### src/rtl/bootrec_pkg.sv
package bootrec_pkg;

    localparam int unsigned BRC_IMG_BYTES = 16384;
    localparam int unsigned BRC_SIG_OFS   = 'h3FBC;
    localparam int unsigned BRC_CSUM_OFS  = 'h3FBE;
    localparam int unsigned BRC_SIG_WORD  = 'h55AA;
    localparam int unsigned BRC_BYTE_W    = 8;

    typedef enum logic [2:0] {
        ST_IDLE = 3'd0,
        ST_SUM  = 3'd1,
        ST_CSUM = 3'd2,
        ST_TAIL = 3'd3,
        ST_DONE = 3'd4
    } brc_state_e;

    typedef enum logic [1:0] {
        RSN_OK  = 2'b00,
        RSN_SIG = 2'b01,
        RSN_SUM = 2'b10
    } brc_reason_e;

    typedef struct packed {
        logic pass;
        logic sig_err;
        logic sum_err;
    } brc_verdict_t;

endpackage

### src/rtl/brc_stream.sv
// Byte offset tracking and little-endian word pairing.
module brc_stream #(
    parameter int unsigned OFS_W  = 14,
    parameter int unsigned BYTE_W = 8,
    localparam int unsigned WORD_W = 2 * BYTE_W
) (
    input  logic              clk,
    input  logic              rst_n,
    input  logic              clear_i,
    input  logic              accept_i,
    input  logic [BYTE_W-1:0] data_i,
    output logic [OFS_W-1:0]  ofs_o,
    output logic [WORD_W-1:0] word_o,
    output logic              word_v_o
);

    logic [OFS_W-1:0]  ofs_q;
    logic [BYTE_W-1:0] lo_q;

    // offset of the byte currently presented
    always_ff @(posedge clk or negedge rst_n) begin
        if (!rst_n) begin
            ofs_q <= '0;
        end else if (clear_i) begin
            ofs_q <= '0;
        end else if (accept_i) begin
            ofs_q <= ofs_q + 1'b1;
        end
    end

    // even offsets deliver the low half of a word
    always_ff @(posedge clk or negedge rst_n) begin
        if (!rst_n) begin
            lo_q <= '0;
        end else if (clear_i) begin
            lo_q <= '0;
        end else if (accept_i && !ofs_q[0]) begin
            lo_q <= data_i;
        end
    end

    assign ofs_o    = ofs_q;
    assign word_o   = {data_i, lo_q};
    assign word_v_o = accept_i && ofs_q[0];

endmodule

### src/rtl/brc_accum.sv
// Running word sum, signature test and stored checksum capture.
module brc_accum #(
    parameter int unsigned OFS_W    = 14,
    parameter int unsigned WORD_W   = 16,
    parameter int unsigned SIG_OFS  = 'h3FBC,
    parameter int unsigned CSUM_OFS = 'h3FBE,
    parameter int unsigned SIG_WORD = 'h55AA
) (
    input  logic              clk,
    input  logic              rst_n,
    input  logic              clear_i,
    input  logic              word_v_i,
    input  logic [WORD_W-1:0] word_i,
    input  logic [OFS_W-1:0]  ofs_i,
    output logic [WORD_W-1:0] sum_o,
    output logic              sig_ok_o,
    output logic [WORD_W-1:0] csum_o
);

    localparam logic [OFS_W-1:0]  SIG_HI_L  = OFS_W'(SIG_OFS + 1);
    localparam logic [OFS_W-1:0]  CSUM_HI_L = OFS_W'(CSUM_OFS + 1);
    localparam logic [WORD_W-1:0] SIG_VAL_L = WORD_W'(SIG_WORD);

    logic              in_range;
    logic              at_sig;
    logic              at_csum;
    logic [WORD_W-1:0] sum_q;
    logic              sig_ok_q;
    logic [WORD_W-1:0] csum_q;

    // the summed range ends with the signature word
    assign in_range = (ofs_i <= SIG_HI_L);
    assign at_sig   = (ofs_i == SIG_HI_L);
    assign at_csum  = (ofs_i == CSUM_HI_L);

    always_ff @(posedge clk or negedge rst_n) begin
        if (!rst_n) begin
            sum_q <= '0;
        end else if (clear_i) begin
            sum_q <= '0;
        end else if (word_v_i && in_range) begin
            sum_q <= sum_q + word_i;
        end
    end

    always_ff @(posedge clk or negedge rst_n) begin
        if (!rst_n) begin
            sig_ok_q <= 1'b0;
        end else if (clear_i) begin
            sig_ok_q <= 1'b0;
        end else if (word_v_i && at_sig) begin
            sig_ok_q <= (word_i == SIG_VAL_L);
        end
    end

    always_ff @(posedge clk or negedge rst_n) begin
        if (!rst_n) begin
            csum_q <= '0;
        end else if (clear_i) begin
            csum_q <= '0;
        end else if (word_v_i && at_csum) begin
            csum_q <= word_i;
        end
    end

    assign sum_o    = sum_q;
    assign sig_ok_o = sig_ok_q;
    assign csum_o   = csum_q;

endmodule

### src/rtl/brc_ctrl.sv
// Sequencing state machine and verdict registers.
module brc_ctrl
    import bootrec_pkg::*;
#(
    parameter int unsigned OFS_W     = 14,
    parameter int unsigned WORD_W    = 16,
    parameter int unsigned IMG_BYTES = 16384,
    parameter int unsigned SIG_OFS   = 'h3FBC,
    parameter int unsigned CSUM_OFS  = 'h3FBE
) (
    input  logic              clk,
    input  logic              rst_n,
    input  logic              start_i,
    input  logic              valid_i,
    input  logic [OFS_W-1:0]  ofs_i,
    input  logic              sig_ok_i,
    input  logic [WORD_W-1:0] sum_i,
    input  logic [WORD_W-1:0] csum_i,
    output logic              accept_o,
    output logic              clear_o,
    output logic              done_o,
    output brc_verdict_t      verdict_o,
    output logic [1:0]        reason_o
);

    localparam logic [OFS_W-1:0] SUM_END_L  = OFS_W'(SIG_OFS + 1);
    localparam logic [OFS_W-1:0] CSUM_END_L = OFS_W'(CSUM_OFS + 1);
    localparam logic [OFS_W-1:0] LAST_L     = OFS_W'(IMG_BYTES - 1);

    brc_state_e   state_q, state_d;
    logic         receiving;
    logic         last_beat;
    logic         done_q;
    brc_verdict_t verdict_q;

    assign receiving = (state_q == ST_SUM) || (state_q == ST_CSUM) ||
                       (state_q == ST_TAIL);
    assign accept_o  = valid_i && !start_i && receiving;
    assign clear_o   = start_i;
    assign last_beat = accept_o && (state_q == ST_TAIL) && (ofs_i == LAST_L);

    // state register
    always_ff @(posedge clk or negedge rst_n) begin
        if (!rst_n) begin
            state_q <= ST_IDLE;
        end else begin
            state_q <= state_d;
        end
    end

    // next-state logic
    always_comb begin
        state_d = state_q;
        if (start_i) begin
            state_d = ST_SUM;                                   // t_start
        end else begin
            unique case (state_q)
                ST_IDLE: state_d = ST_IDLE;
                ST_SUM: begin
                    if (accept_o && ofs_i == SUM_END_L) begin
                        state_d = ST_CSUM;                      // t_sum_end
                    end
                end
                ST_CSUM: begin
                    if (accept_o && ofs_i == CSUM_END_L) begin
                        state_d = ST_TAIL;                      // t_csum_end
                    end
                end
                ST_TAIL: begin
                    if (last_beat) begin
                        state_d = ST_DONE;                      // t_last
                    end
                end
                ST_DONE: state_d = ST_IDLE;                     // t_report
                default: state_d = ST_IDLE;
            endcase
        end
    end

    // output registers: verdict is decided on the final byte
    always_ff @(posedge clk or negedge rst_n) begin
        if (!rst_n) begin
            done_q    <= 1'b0;
            verdict_q <= '0;
        end else if (start_i) begin
            done_q    <= 1'b0;
            verdict_q <= '0;
        end else if (last_beat) begin
            done_q            <= 1'b1;
            verdict_q.pass    <= sig_ok_i && (sum_i == csum_i);
            verdict_q.sig_err <= !sig_ok_i;
            verdict_q.sum_err <= sig_ok_i && (sum_i != csum_i);
        end else begin
            done_q    <= 1'b0;
        end
    end

    // reason code, signature failure ranks first
    always_comb begin
        if (verdict_q.sig_err) begin
            reason_o = RSN_SIG;
        end else if (verdict_q.sum_err) begin
            reason_o = RSN_SUM;
        end else begin
            reason_o = RSN_OK;
        end
    end

    assign done_o    = done_q;
    assign verdict_o = verdict_q;

endmodule

### src/rtl/bootrec_check.sv
module bootrec_check
    import bootrec_pkg::*;
#(
    parameter int unsigned IMG_BYTES = BRC_IMG_BYTES,
    parameter int unsigned SIG_OFS   = BRC_SIG_OFS,
    parameter int unsigned CSUM_OFS  = BRC_CSUM_OFS,
    parameter int unsigned SIG_WORD  = BRC_SIG_WORD,
    parameter int unsigned BYTE_W    = BRC_BYTE_W
) (
    input  logic              clk,
    input  logic              rst_n,
    input  logic              start_i,
    input  logic              valid_i,
    input  logic [BYTE_W-1:0] data_i,
    output logic              done_o,
    output logic              pass_o,
    output logic              sig_err_o,
    output logic              sum_err_o,
    output logic [1:0]        reason_o,
    output logic              boot_o
);

    localparam int unsigned OFS_W  = $clog2(IMG_BYTES);
    localparam int unsigned WORD_W = 2 * BYTE_W;

    logic              accept;
    logic              clear;
    logic [OFS_W-1:0]  ofs;
    logic [WORD_W-1:0] word;
    logic              word_v;
    logic [WORD_W-1:0] sum;
    logic [WORD_W-1:0] csum;
    logic              sig_ok;
    brc_verdict_t      verdict;

    brc_stream #(
        .OFS_W  (OFS_W),
        .BYTE_W (BYTE_W)
    ) u_stream (
        .clk      (clk),
        .rst_n    (rst_n),
        .clear_i  (clear),
        .accept_i (accept),
        .data_i   (data_i),
        .ofs_o    (ofs),
        .word_o   (word),
        .word_v_o (word_v)
    );

    brc_accum #(
        .OFS_W    (OFS_W),
        .WORD_W   (WORD_W),
        .SIG_OFS  (SIG_OFS),
        .CSUM_OFS (CSUM_OFS),
        .SIG_WORD (SIG_WORD)
    ) u_accum (
        .clk      (clk),
        .rst_n    (rst_n),
        .clear_i  (clear),
        .word_v_i (word_v),
        .word_i   (word),
        .ofs_i    (ofs),
        .sum_o    (sum),
        .sig_ok_o (sig_ok),
        .csum_o   (csum)
    );

    brc_ctrl #(
        .OFS_W     (OFS_W),
        .WORD_W    (WORD_W),
        .IMG_BYTES (IMG_BYTES),
        .SIG_OFS   (SIG_OFS),
        .CSUM_OFS  (CSUM_OFS)
    ) u_ctrl (
        .clk       (clk),
        .rst_n     (rst_n),
        .start_i   (start_i),
        .valid_i   (valid_i),
        .ofs_i     (ofs),
        .sig_ok_i  (sig_ok),
        .sum_i     (sum),
        .csum_i    (csum),
        .accept_o  (accept),
        .clear_o   (clear),
        .done_o    (done_o),
        .verdict_o (verdict),
        .reason_o  (reason_o)
    );

    assign pass_o    = verdict.pass;
    assign sig_err_o = verdict.sig_err;
    assign sum_err_o = verdict.sum_err;
    assign boot_o    = verdict.pass;

endmodule

### config.mk
export PLATFORM = sky130hd
export DESIGN_NAME = bootrec_check
export DESIGN_NICKNAME = d
export VERILOG_FILES = /design/src/rtl/bootrec_pkg.sv /design/src/rtl/brc_stream.sv /design/src/rtl/brc_accum.sv /design/src/rtl/brc_ctrl.sv /design/src/rtl/bootrec_check.sv
export SDC_FILE = /design/constraint.sdc
export NUM_CORES = 1
export LEC_CHECK = 0
export BUFFER_PORTS_ARGS = -buffer_cell sky130_fd_sc_hd__buf_2
export CAP_MARGIN = 20
export CORE_MARGIN = 5
export CORE_UTILIZATION = 55
export DETAILED_ROUTE_END_ITERATION = 12
export PLACE_DENSITY = 0.73
export RECOVER_POWER = 50
export SYNTH_ARGS = -nofsm -noshare
export SYNTH_HDL_FRONTEND = slang
export SYNTH_SLANG_ARGS = --single-unit
### constraint.sdc
create_clock -name clk -period 4.8 [get_ports clk]
set_input_delay 0.48 -clock clk [delete_from_list [all_inputs] [get_ports clk]]
set_output_delay 0.48 -clock clk [all_outputs]
set_load 0.02 [all_outputs]
==> results of run 1 <==
## worst reg2reg max path, cell delays in order, from the launching register on
cell and delay (ns):
dfrtp_1 0.41, o21ai_0 0.21, or3_1 0.40, or4_1 0.63
nor3_4 0.76, mux2i_1 0.28, nor2_1 0.06
## power breakdown
part | total (mW) | switching (mW) | internal [mW] | leakage [nW]
combinational | 0.130 | 0.0831 | 0.0474 | 0.963
sequential | 0.552 | 0.0175 | 0.535 | 0.852
clock | 0.585 | 0.210 | 0.374 | 0.124
## per-layer routing
metal / track usage / up-vias
met2: 0.328 / 61
met3: 0.0314 / 18
met1: 0.287 / 1425
met5: 0 / -
li1: - / 1439
met4: 0.0795 / 0
## synthesized netlist by cell type, drive strengths merged, types with 3 or more instances
cell     n
or3      4
xor2    29
nand2b   6
nand4    5
nand2   59
nor4     7
o211ai   5
or4      3
a21o     9
nor2b    4
nor2    33
nand3   19
clkbuf  13
xnor2    8
ha      18
dfrtp   62
buf      5
a21oi   14
nor3     5
o21ai   40
and3     5
inv     13
mux2i   10
## registers in the layout, summed over array words and instances, names as in the netlist
| register | count |
|---|---|
| u_ctrl.verdict_o | 3 |
| u_ctrl.done_o | 1 |
| u_accum.sig_ok_o | 1 |
| u_accum.csum_o | 16 |
| u_accum.sum_o | 16 |
| u_ctrl.state_q | 3 |
| u_stream.ofs_o | 14 |
| u_stream.lo_q | 8 |
## cell usage in the layout, fill, tap and decap left out, types with 6 or more instances in the layout
cell and n:
dfrtp_1 62, nand2_1 59, o21ai_0 38, nor2_1 33
xor2_1 29, nand3_1 19, ha_1 18, buf_2 17
a21oi_1 14, inv_1 12, clkbuf_8 11, mux2i_1 10
a21o_1 9, xnor2_1 8, nor4_1 7, nand2b_1 6
## metrics by stage
stage,power (mW),hold WS [ns]
2_1_floorplan,0.644,0.184
3_3_place_gp,0.687,0.482
3_5_place_dp,0.691,0.490
4_1_cts,1.27,0.340
5_1_grt,1.32,0.390
6_report,1.27,0.307
## final timing paths
path	from	end	slack (ns)	cells after the start
max	u_ctrl.state_q[0]$_DFFE_PN0P_	u_accum.csum_o[3]$_DFFE_PN0P_	1.92	6
min	rst_n	u_accum.sum_o[9]$_DFFE_PN0P_	0.31	2
max reg2reg	u_ctrl.state_q[0]$_DFFE_PN0P_	u_accum.csum_o[3]$_DFFE_PN0P_	1.92	6
min reg2reg	u_accum.sum_o[15]$_DFFE_PN0P_	u_accum.sum_o[15]$_DFFE_PN0P_	0.50	1
max in group asynchronous	rst_n	u_ctrl.state_q[0]$_DFFE_PN0P_	3.99	2
min in group clk	data_i[7]	u_stream.lo_q[7]$_DFFE_PN0P_	0.42	3
## final cells by class
| type | instances | area, µm² |
|---|---|---|
| Timing Repair Buffer | 21 | 111 |
| Sequential cell | 62 | 1550 |
| Tap cell | 77 | 96.3 |
| Fill cell | 536 | 2370 |
| Clock buffer | 13 | 159 |
| Multi-Input combinational cell | 310 | 1960 |
| Inverter | 13 | 48.8 |
| Clock inverter | 3 | 90.1 |
## kinds of logic (layout without fill, tap and decap cells)
group | after synthesis | in the layout | synth area share
compound gates | 86 | 86 | 0.145
xor+xnor | 37 | 37 | 0.0888
buf+inv | 31 | 50 | 0.0367
flops | 62 | 62 | 0.425
fa+ha+maj | 19 | 19 | 0.0672
simple gates | 157 | 157 | 0.207
mux | 11 | 11 | 0.0305
==> results by group, run 1 <==
Synthesis
  – Post-synth top area cell: dfrtp_1
  – Asr flop ratio synth: 1.00
  – Post-synth top area share: 0.425
  – Syn_area_per_cell: 9.05 µm²
  – Synth Register Bits: 62
  – Number of enable flip-flop cells after synthesis: 0
  – Synth unique cells: 47
  – Synthesized net count: 434
  – Seq/Total Area, Yosys: 0.425
  – Ranking of synthesized cells by area: dfrtp_1, xor2_1, ha_1
  – Synth Instances: 403
  – Synth warn: 0
  – Synthesized cell area: 3650 µm²
  – Ys flop type: dfrtp_1

Timing
  – Worst slew margin: 0.379
  – Final WS setup: 1.92 ns
  – Final Slew Violations: 0
  – Worst-Margin Slew: 0.929 ns
  – Tmin final: 2.88 ns
  – Fin crit share: 0.601
  – Setup violators final: 0
  – Worst Skew: 0.0112 ns
  – F_max: 347 MHz
  – Final Hold Vio Count: 0
  – Setup TNS: 0 ns
  – RSZ-0062 raised after global routing: false

Clocking
  – Clock-pin slew on the worst setup and hold paths: 0.08 ns
  – CTS Buffer Depth: 2
  – Gates resized, CTS repair: 0
  – Setup Fix Bufs, Post-CTS: 0
  – Clk_lat worst skew: 0.34 ns
  – Total CTS buffers: 9
  – H-tree levels: 3
  – Hold buffer count at CTS: 0
  – Clock sinks: 62
  – Clock Tree Root: clkbuf_8
  – CTS tree: built

Finish
  – Final core occ: 0.629
  – Fin area: 4020 µm²
  – Net count reported at finish: 448
  – Share of post-route cells with drive strength above 1: 0.0924
  – Area growth syn-to-layout: 10.1%
  – N_diodes: 0
  – Layout Cells excl Fill: 499

Worst hold path
  – Min-Delay Path Class: input port to async pin

Power
  – Power density over the cells: 316 nW/µm²
  – VDD IR-drop max: 227 µV
  – Leakage: 1.94 nW

Critical path
  – CP Cell Sequence: o21ai_0 -> or3_1 -> or4_1 -> nor3_4 -> mux2i_1 -> nor2_1
  – Max FO, Critical Path: 25
  – Buf+Inv Stages, Crit Path: 0
  – Critical path's slowest cell: nor3_4
  – Worst setup SP type: flop
  – CP Capture Type: flop
  – Slowest Stage Delay on Critical Path: 0.76 ns
  – Worst EP arrival: 3.09 ns
  – Kind of critical path: flop to flop
  – WP data required: 5.00 ns
  – Family with the most delay on the worst path: simple AND/OR/NAND/NOR gates

Die
  – Core Box Area: 6390 µm²
  – I/O Pins: 19
  – Initial core utilization: 0.571
  – DIE WIDTH: 91.4 µm
  – Die Ht: 91.4 µm
  – Row cnt: 29
  – Die area: 8360 µm²

Routing
  – Met3 WL: 389 µm
  – Routed WL: 8140 µm
  – Iteration count of the initial detailed-routing pass: 4
  – Vias: 2,943
  – DR iter-0 viols: 186
  – Top Layer Used: met4
  – Post-DRT Antenna Nets: 0
  – Drt wl/cell: 16.3 µm
  – Met2 Wirelength: 3830 µm
  – Vias per inst: 5.90
  – Wire length on met1: 3740 µm
  – Residual DRC count: 0

GRT
  – Pin count of the biggest net entering global routing: 63
  – Global Route Usage Sum: 0.208
  – Vias in the first global route: 2,941
  – GRT overflow: 0
  – First-pass GRT wire length: 14,300 µm
  – Initial antenna violation count: 0

Place
  – RePlAce Congestion: 0.842
  – Port Buffers: 18
  – Placement Cell Area: 3760 µm²
  – Final HPWL DP: 5580 µm
  – Placed Cells: 482
  – Place WS: 1.69 ns

Outcome
  – Outcome: finished clean

Flow run
  – Max-cap viol count: 0
No activity file was read; power rests on OpenSTA's default activity.
==> inputs of run 2 (changes only) <==
--- a/config.mk
+++ b/config.mk
@@ -5,12 +5,13 @@
 export SDC_FILE = /design/constraint.sdc
 export NUM_CORES = 1
 export LEC_CHECK = 0
+export ABC_AREA = 1
 export BUFFER_PORTS_ARGS = -buffer_cell sky130_fd_sc_hd__buf_2
 export CAP_MARGIN = 20
 export CORE_MARGIN = 5
 export CORE_UTILIZATION = 55
 export DETAILED_ROUTE_END_ITERATION = 12
-export PLACE_DENSITY = 0.73
+export PLACE_DENSITY = 0.75
 export RECOVER_POWER = 50
 export SYNTH_ARGS = -nofsm -noshare
 export SYNTH_HDL_FRONTEND = slang
==> constraint.sdc (replaced) <==
create_clock -name clk -period 2.3 [get_ports clk]
set_input_delay 0.23 -clock clk [delete_from_list [all_inputs] [get_ports clk]]
set_output_delay 0.23 -clock clk [all_outputs]
set_load 0.02 [all_outputs]
==> run 2 against run 1 <==
Compared with the run above:
- the flow now finishes with violations (capacitance limit, slew limit)
- combinational power rose to 4.7 times the previous value
- clock-buffer cell count down 3
- global-route usage up 1.3 points
- register-to-register slack worse by 1.6 ns
- die area up 12%
- via count up 31%
- critical path depth up 2
- synthesized cell count up 42%
- synthesized area up 13%
- largest cell class unchanged
- clock skew up 0.00096 ns
- final cell count up 40%
- sequential power up 120%
==> results by group, run 2 <==
Timing
  – Tmin final: 1.94 ns (-0.945 ns)
  – Final Hold Vio Count: 0 (unchanged)
  – Worst Skew: 0.0121 ns (+0.000959 ns)
  – Fin crit share: 0.843 (+0.242)
  – Setup violators final: 0 (unchanged)
  – RSZ-0062 raised after global routing: false
  – Worst slew margin: -0.0447 (-0.423)
  – Final Slew Violations: 63 (+63)
  – Setup TNS: 0 ns (unchanged)
  – Final WS setup: 0.360 ns (-1.56 ns)
  – F_max: 516 MHz (+49%)
  – Worst-Margin Slew: 1.57 ns (+0.638 ns)

Worst hold path
  – Min-Delay Path Class: input port to flop
  – WHS Endpoint: u_accum.csum_o[14]$_DFFE_PN0P_
  – Min-delay src: data_i[6]
  – Hold Crit Depth: 3

Synthesis
  – Synthesized cell area: 4130 µm² (+13%)
  – Ys flop type: dfrtp_1
  – Synth warn: 0 (unchanged)
  – Number of enable flip-flop cells after synthesis: 0 (unchanged)
  – Post-synth top area cell: dfrtp_1
  – Asr flop ratio synth: 1.00 (unchanged)
  – Commonest cells post-synth: nand2_1, inv_1, nand3_1
  – Synth Instances: 573 (+42%)
  – Synth Register Bits: 62 (unchanged)
  – Synthesized net count: 604 (+39%)
  – Syn_area_per_cell: 7.21 µm² (-20%)
  – Most common cell in the netlist: nand2_1
  – Seq/Total Area, Yosys: 0.375 (-0.0499)
  – Synth unique cells: 39 (-17%)
  – Post-synth top area share: 0.375 (-0.0499)
  – Ranking of synthesized cells by area: dfrtp_1, nand2_1, nand3_1

Critical path
  – WP data required: 2.57 ns (-2.43 ns)
  – CP Capture Type: flop
  – Worst EP arrival: 2.21 ns (-0.88 ns)
  – Slowest Stage Delay on Critical Path: 0.42 ns (-0.34 ns)
  – Crit Reg-Reg Endpoint: u_accum.sum_o[6]$_DFFE_PN0P_
  – R2r startpoint: u_stream.ofs_o[0]$_DFFE_PN0P_
  – Worst setup SP type: flop
  – FF-to-FF path depth: 8 (+2)
  – Max FO, Critical Path: 12 (-52%)
  – CP Cell Sequence: clkinv_1 -> ha_1 -> nor2_1 -> a21boi_1 -> o21ai_4 -> buf_4 -> nand3_1 -> o21ai_2
  – Kind of critical path: flop to flop
  – Critical path's slowest cell: dfrtp_1
  – Worst R2R Setup Slack: 0.36 ns (-1.56 ns)

Routing
  – Post-DRT Antenna Nets: 0 (unchanged)
  – Vias: 3,842 (+31%)
  – Drt wl/cell: 14.4 µm (-12%)
  – Iteration count of the initial detailed-routing pass: 6 (+2)
  – Vias per inst: 5.51 (-6.5%)
  – DR iter-0 viols: 337 (+81%)
  – Residual DRC count: 0 (unchanged)
  – Routed WL: 10,000 µm (+23%)

GRT
  – Global Route Usage Sum: 0.221 (+0.0132)
  – First-pass GRT wire length: 16,900 µm (+19%)
  – Initial antenna violation count: 0 (unchanged)
  – Pin count of the biggest net entering global routing: 63 (unchanged)
  – GRT overflow: 0 (unchanged)
  – Vias in the first global route: 3,709 (+26%)

Finish
  – Leading cell type in the layout, fill and taps excluded: nand2_1
  – Net count reported at finish: 624 (+39%)
  – Filler cell count in the final layout: 693 (+29%)
  – Share of post-route cells with drive strength above 1: 0.104 (+0.0113)
  – Multi-input logic area: 2160 µm² (+10%)
  – Layout Cells excl Fill: 697 (+40%)
  – Most frequent cells in the layout: nand2_1, inv_1, nand3_1, dfrtp_1, nor2_1
  – N_diodes: 0 (unchanged)
  – Area growth syn-to-layout: 8.99%
  – Fin area: 4510 µm² (+12%)
  – Sequential cell area: 1550 µm² (unchanged)

Power
  – VDD IR-drop max: 283 µV (+24%)
  – Leakage: 2.43 nW (+25%)
  – Power density over the cells: 648 nW/µm² (+110%)

Outcome
  – Violations in the final reports: capacitance limit, slew limit
  – Outcome: finished, violations left

Die
  – Initial core utilization: 0.567 (-0.00440)
  – Core Box Area: 7290 µm² (+14%)
  – Die area: 9350 µm² (+12%)
  – DIE WIDTH: 96.7 µm (+5.7%)
  – I/O Pins: 19 (unchanged)
  – Row cnt: 31 (+6.9%)
  – Die Ht: 96.7 µm (+5.7%)

Clocking
  – Hold buffer count at CTS: 0 (unchanged)
  – H-tree levels: 3 (unchanged)
  – CTS tree: built
  – Setup Fix Bufs, Post-CTS: 0 (unchanged)
  – Total CTS buffers: 9 (unchanged)
  – CTS Buffer Depth: 2 (unchanged)
  – Clock sinks: 62 (unchanged)
  – Gates resized, CTS repair: 0 (unchanged)
  – Clk_lat worst skew: 0.35 ns (about the same)
  – Clock-pin slew on the worst setup and hold paths: 0.07 ns (about the same)
  – Clock Tree Root: clkbuf_8

Place
  – Placement Cell Area: 4290 µm² (+14%)
  – RePlAce Congestion: 0.951 (+13%)
  – Port Buffers: 18 (unchanged)
  – Placed Cells: 681 (+41%)
  – Final HPWL DP: 7540 µm (+35%)
  – Place WS: 0.407 ns (-1.28 ns)

Flow run
  – Max-cap viol count: 1 (+1)
==> run 2: cell types whose count changed after synthesis, sizes merged, moves of 10 or more <==
| cell | delta |
|---|---|
| nand2 | +100 |
| inv | +69 |
| nand3 | +57 |
| nor2 | +20 |
| xor2 | -17 |
| clkbuf | -11 |
| o21ai | -11 |
| mux2i | -10 |
==> run 2: layer usage <==
layer	global-route usage	share of wire
met5	0	0
met3	0.0396	0.065
met4	0.125	0.043
met1	0.287	0.44
met2	0.346	0.46
==> run 2: kinds of logic after synthesis <==
family / count (synthesis) / synth area share
AND/OR/NAND/NOR: 322 / 0.349
XOR/XNOR: 20 / 0.0424
buffers and inverters: 99 / 0.103
AO/OA/AOI/OAI: 51 / 0.0717
flip-flops: 62 / 0.375
adder cells (fa/ha/maj): 19 / 0.0593
==> run 2: final cells by class <==
| type | count | share of cell area |
|---|---|---|
| Clock buffer | 10 | 0.0305 |
| Clock inverter | 6 | 0.0189 |
| Inverter | 84 | 0.0711 |
| Multi-Input combinational cell | 412 | 0.479 |
| Sequential cell | 62 | 0.344 |
| Tap cell | 99 | 0.0275 |
| Timing Repair Buffer | 24 | 0.0286 |
==> run 2: how the worst max path moves through the flow <==
stage / start / cells past startpoint / endpoint / slack, ns
floorplan: u_stream.lo_q[0]$_DFFE_PN0P_ / 11 / u_accum.sum_o[12]$_DFFE_PN0P_ / 0.66
global placement: u_stream.ofs_o[0]$_DFFE_PN0P_ / 8 / u_accum.sum_o[5]$_DFFE_PN0P_ / 0.49
detailed placement: u_stream.ofs_o[0]$_DFFE_PN0P_ / 8 / u_accum.sum_o[4]$_DFFE_PN0P_ / 0.41
CTS: u_stream.ofs_o[0]$_DFFE_PN0P_ / 8 / u_accum.sum_o[6]$_DFFE_PN0P_ / 0.36
global route: u_stream.ofs_o[0]$_DFFE_PN0P_ / 8 / u_accum.sum_o[5]$_DFFE_PN0P_ / 0.24
finish: u_stream.ofs_o[0]$_DFFE_PN0P_ / 8 / u_accum.sum_o[6]$_DFFE_PN0P_ / 0.36
==> run 2: through the flow <==
stage | hold WS, ns | power [mW] | utilization
2_1_floorplan | -0.0656 | 1.67 | -
3_5_place_dp | 0.448 | 1.85 | 0.588
5_1_grt | 0.168 | 3.06 | 0.618
4_1_cts | 0.0769 | 2.93 | 0.619
3_3_place_gp | 0.449 | 1.82 | 0.588
6_report | 0.159 | 2.92 | 0.618
==> run 2: worst max-delay path, delay by kind of cell, from the launching register on <==
family / cells / cell delay, ns
AOI/OAI and AO/OA: 3 / 0.61
buffers and inverters: 2 / 0.40
and+or+nand+nor: 2 / 0.23
DFF: 1 / 0.42
adders and majority gates: 1 / 0.22
==> run 2: where the power goes <==
group / switching (mW) / leakage (nW) / internal, mW / total (mW)
combinational: 0.399 / 1.47 / 0.208 / 0.607
clock: 0.452 / 0.108 / 0.636 / 1.09
sequential: 0.0709 / 0.853 / 1.16 / 1.23
==> inputs of run 3 (changes only) <==
--- a/config.mk
+++ b/config.mk
@@ -11,7 +11,7 @@
 export CORE_MARGIN = 5
 export CORE_UTILIZATION = 55
 export DETAILED_ROUTE_END_ITERATION = 12
-export PLACE_DENSITY = 0.75
+export PLACE_DENSITY = 0.73
 export RECOVER_POWER = 50
 export SYNTH_ARGS = -nofsm -noshare
 export SYNTH_HDL_FRONTEND = slang
==> constraint.sdc (replaced) <==
create_clock -name clk -period 1.8 [get_ports clk]
set_input_delay 0.18 -clock clk [delete_from_list [all_inputs] [get_ports clk]]
set_output_delay 0.18 -clock clk [all_outputs]
set_load 0.02 [all_outputs]
==> run 3 against run 2 <==
Compared with the run above:
- the run now ends clean
- critical endpoint is now u_accum.sum_o[12]$_DFFE_PN0P_
- combinational power up 48%
- global-route usage up 0.21 points
- final area is 4.9% higher
- non-clock buffer count grew 18
==> results by group, run 3 (same netlist as run 2, synthesis figures left out) <==
Outcome
  – Outcome: finished clean

Routing
  – Vias per inst: 5.43 (-1.5%)
  – DR iter-0 viols: 211 (-37%)
  – Residual DRC count: 0 (unchanged)
  – Routed WL: 10,300 µm (+2.5%)
  – Iteration count of the initial detailed-routing pass: 5 (-1)
  – Drt wl/cell: 14.4 µm (-0.11%)
  – Post-DRT Antenna Nets: 0 (unchanged)
  – Vias: 3,884 (+1.1%)

Die
  – Core Box Area: 7290 µm² (unchanged)
  – Die area: 9350 µm² (unchanged)
  – Initial core utilization: 0.567 (unchanged)
  – I/O Pins: 19 (unchanged)
  – DIE WIDTH: 96.7 µm (unchanged)
  – Die Ht: 96.7 µm (unchanged)
  – Row cnt: 31 (unchanged)

Critical path
  – Worst EP arrival: 1.90 ns (-0.31 ns)
  – Crit Reg-Reg Endpoint: u_accum.sum_o[12]$_DFFE_PN0P_
  – Max FO, Critical Path: 3 (-9)
  – Worst Setup EP: u_accum.sum_o[12]$_DFFE_PN0P_
  – Critical path origin: u_accum.sum_o[0]$_DFFE_PN0P_
  – Worst R2R Setup Slack: 0.14 ns (-0.22 ns)
  – Worst setup SP type: flop
  – Kind of critical path: flop to flop
  – R2r startpoint: u_accum.sum_o[0]$_DFFE_PN0P_
  – WP data required: 2.04 ns (-0.53 ns)
  – FF-to-FF path depth: 11 (+3)
  – CP Capture Type: flop

Clocking
  – Clk_lat worst skew: 0.34 ns (about the same)
  – CTS Buffer Depth: 2 (unchanged)
  – Total CTS buffers: 9 (unchanged)
  – Clock sinks: 62 (unchanged)
  – H-tree levels: 3 (unchanged)
  – Clock Tree Root: clkbuf_8
  – CTS tree: built
  – Clock-pin slew on the worst setup and hold paths: 0.08 ns (about the same)

Place
  – Final HPWL DP: 7490 µm (-0.63%)
  – RePlAce Congestion: 0.877 (-7.8%)
  – Port Buffers: 18 (unchanged)
  – Placed Cells: 697 (+2.3%)

Timing
  – Tmin final: 1.66 ns (-0.277 ns)
  – Worst Skew: 0.0122 ns (+0.0000478 ns)
  – RSZ-0062 raised after global routing: true
  – Fin crit share: 0.924 (+0.0804)
  – Setup violators final: 0 (unchanged)
  – Final Hold Vio Count: 0 (unchanged)
  – Worst slew margin: 0.417 (+0.462)
  – F_max: 601 MHz (+17%)
  – Worst-Margin Slew: 0.874 ns (-0.693 ns)
  – Fin Hold WS: 0.105 ns (-0.0543 ns)
  – Final Slew Violations: 0 (-100%)

Power
  – Leakage: 2.52 nW (+3.8%)
  – VDD IR-drop max: 398 µV (+41%)
  – Power density over the cells: 783 nW/µm² (+21%)

GRT
  – Pin count of the biggest net entering global routing: 63 (unchanged)
  – Met1 GRT Util: 0.292 (+0.00413)
  – GRT overflow: 0 (unchanged)
  – Top Usage Layer GRT: met2
  – M2 GR Usage: 0.372 (+0.0260)
  – First-pass GRT wire length: 17,300 µm (+2.6%)
  – Initial antenna violation count: 0 (unchanged)
  – Vias in the first global route: 3,709 (unchanged)
  – Met3 Usage GRT: 0.0288 (-0.0108)
  – Global Route Usage Sum: 0.223 (+0.00213)

Finish
  – Layout Cells excl Fill: 715 (+2.6%)
  – Leading cell type in the layout, fill and taps excluded: nand2_1
  – Area growth syn-to-layout: 14.3%
  – Most frequent cells in the layout: nand2_1, inv_1, nand3_1, dfrtp_1, nor2_1
  – Net count reported at finish: 642 (+2.9%)
  – Share of post-route cells with drive strength above 1: 0.156 (+0.0522)
  – N_diodes: 0 (unchanged)

Flow run
  – Max-cap viol count: 0 (-1)

Worst hold path
  – Min-Delay Path Class: input port to flop
## run 3: layer usage
layer / wire length [µm] / share of wire
met5: 0 / 0
met3: 544 / 0.053
met1: 4510 / 0.44
met4: 264 / 0.026
met2: 4940 / 0.48
## run 3: area by class of cell
cell class / instances / area [µm²]
fill: 659 / 2560
multi-input combinational: 412 / 2240
sequential: 62 / 1550
inverter: 84 / 320
timing repair buffer: 42 / 297
clock buffer: 9 / 124
tap: 99 / 124
clock inverter: 7 / 72.6
## run 3: report_power, final
group	internal [mW]	switching (mW)	total (mW)	leakage (nW)
registers	1.48	0.0831	1.56	0.853
logic	0.348	0.549	0.897	1.57
clock network	0.641	0.602	1.24	0.0956
## run 3: worst min-delay path by stage
| stage | start | to | slack, ns | cells after the start |
|---|---|---|---|---|
| 2_1_floorplan | rst_n | u_accum.csum_o[0]$_DFFE_PN0P_ | -0.12 | 0 |
| 3_3_place_gp | rst_n | u_stream.ofs_o[5]$_DFFE_PN0P_ | 0.22 | 2 |
| 3_5_place_dp | rst_n | u_stream.ofs_o[8]$_DFFE_PN0P_ | 0.22 | 2 |
| 4_1_cts | start_i | u_stream.ofs_o[4]$_DFFE_PN0P_ | 0.1 | 2 |
| 5_1_grt | data_i[1] | u_accum.csum_o[9]$_DFFE_PN0P_ | 0.11 | 3 |
| 6_report | data_i[1] | u_accum.csum_o[9]$_DFFE_PN0P_ | 0.10 | 3 |
## run 3: per-stage QoR
step           setup WS [ns]   util  setup TNS, ns  cell area [µm²]  power [mW]
3_5_place_dp          0.0253  0.610              0             4450        2.43
5_1_grt              -0.0249  0.648        -0.0303             4730        3.89
2_1_floorplan          0.162      -              0             4130        2.13
4_1_cts               0.0240  0.638              0             4650        3.66
3_3_place_gp          0.0876  0.610              0             4450        2.40
6_report               0.137  0.648              0             4730        3.70
## run 3: worst max-delay path, stage by stage (launching register included)
cell     delay (ns)
dfrtp_1        0.36
ha_2           0.19
inv_1          0.06
fa_2           0.37
inv_2          0.08
nand3_1        0.08
nand3_2        0.09
nand3_1        0.09
nand3_1        0.08
nand2_1        0.05
nand3_1        0.07
nand2_1        0.05
## run 3: what timing repair did
item / 4_1_cts / 5_1_grt
buffers inserted: 0 / 1
hold endpoints to repair: 62 / 0
hold buffers: 1 / 0
gates resized for setup: 0 / 16
endpoints found under the setup margin: 0 / 10
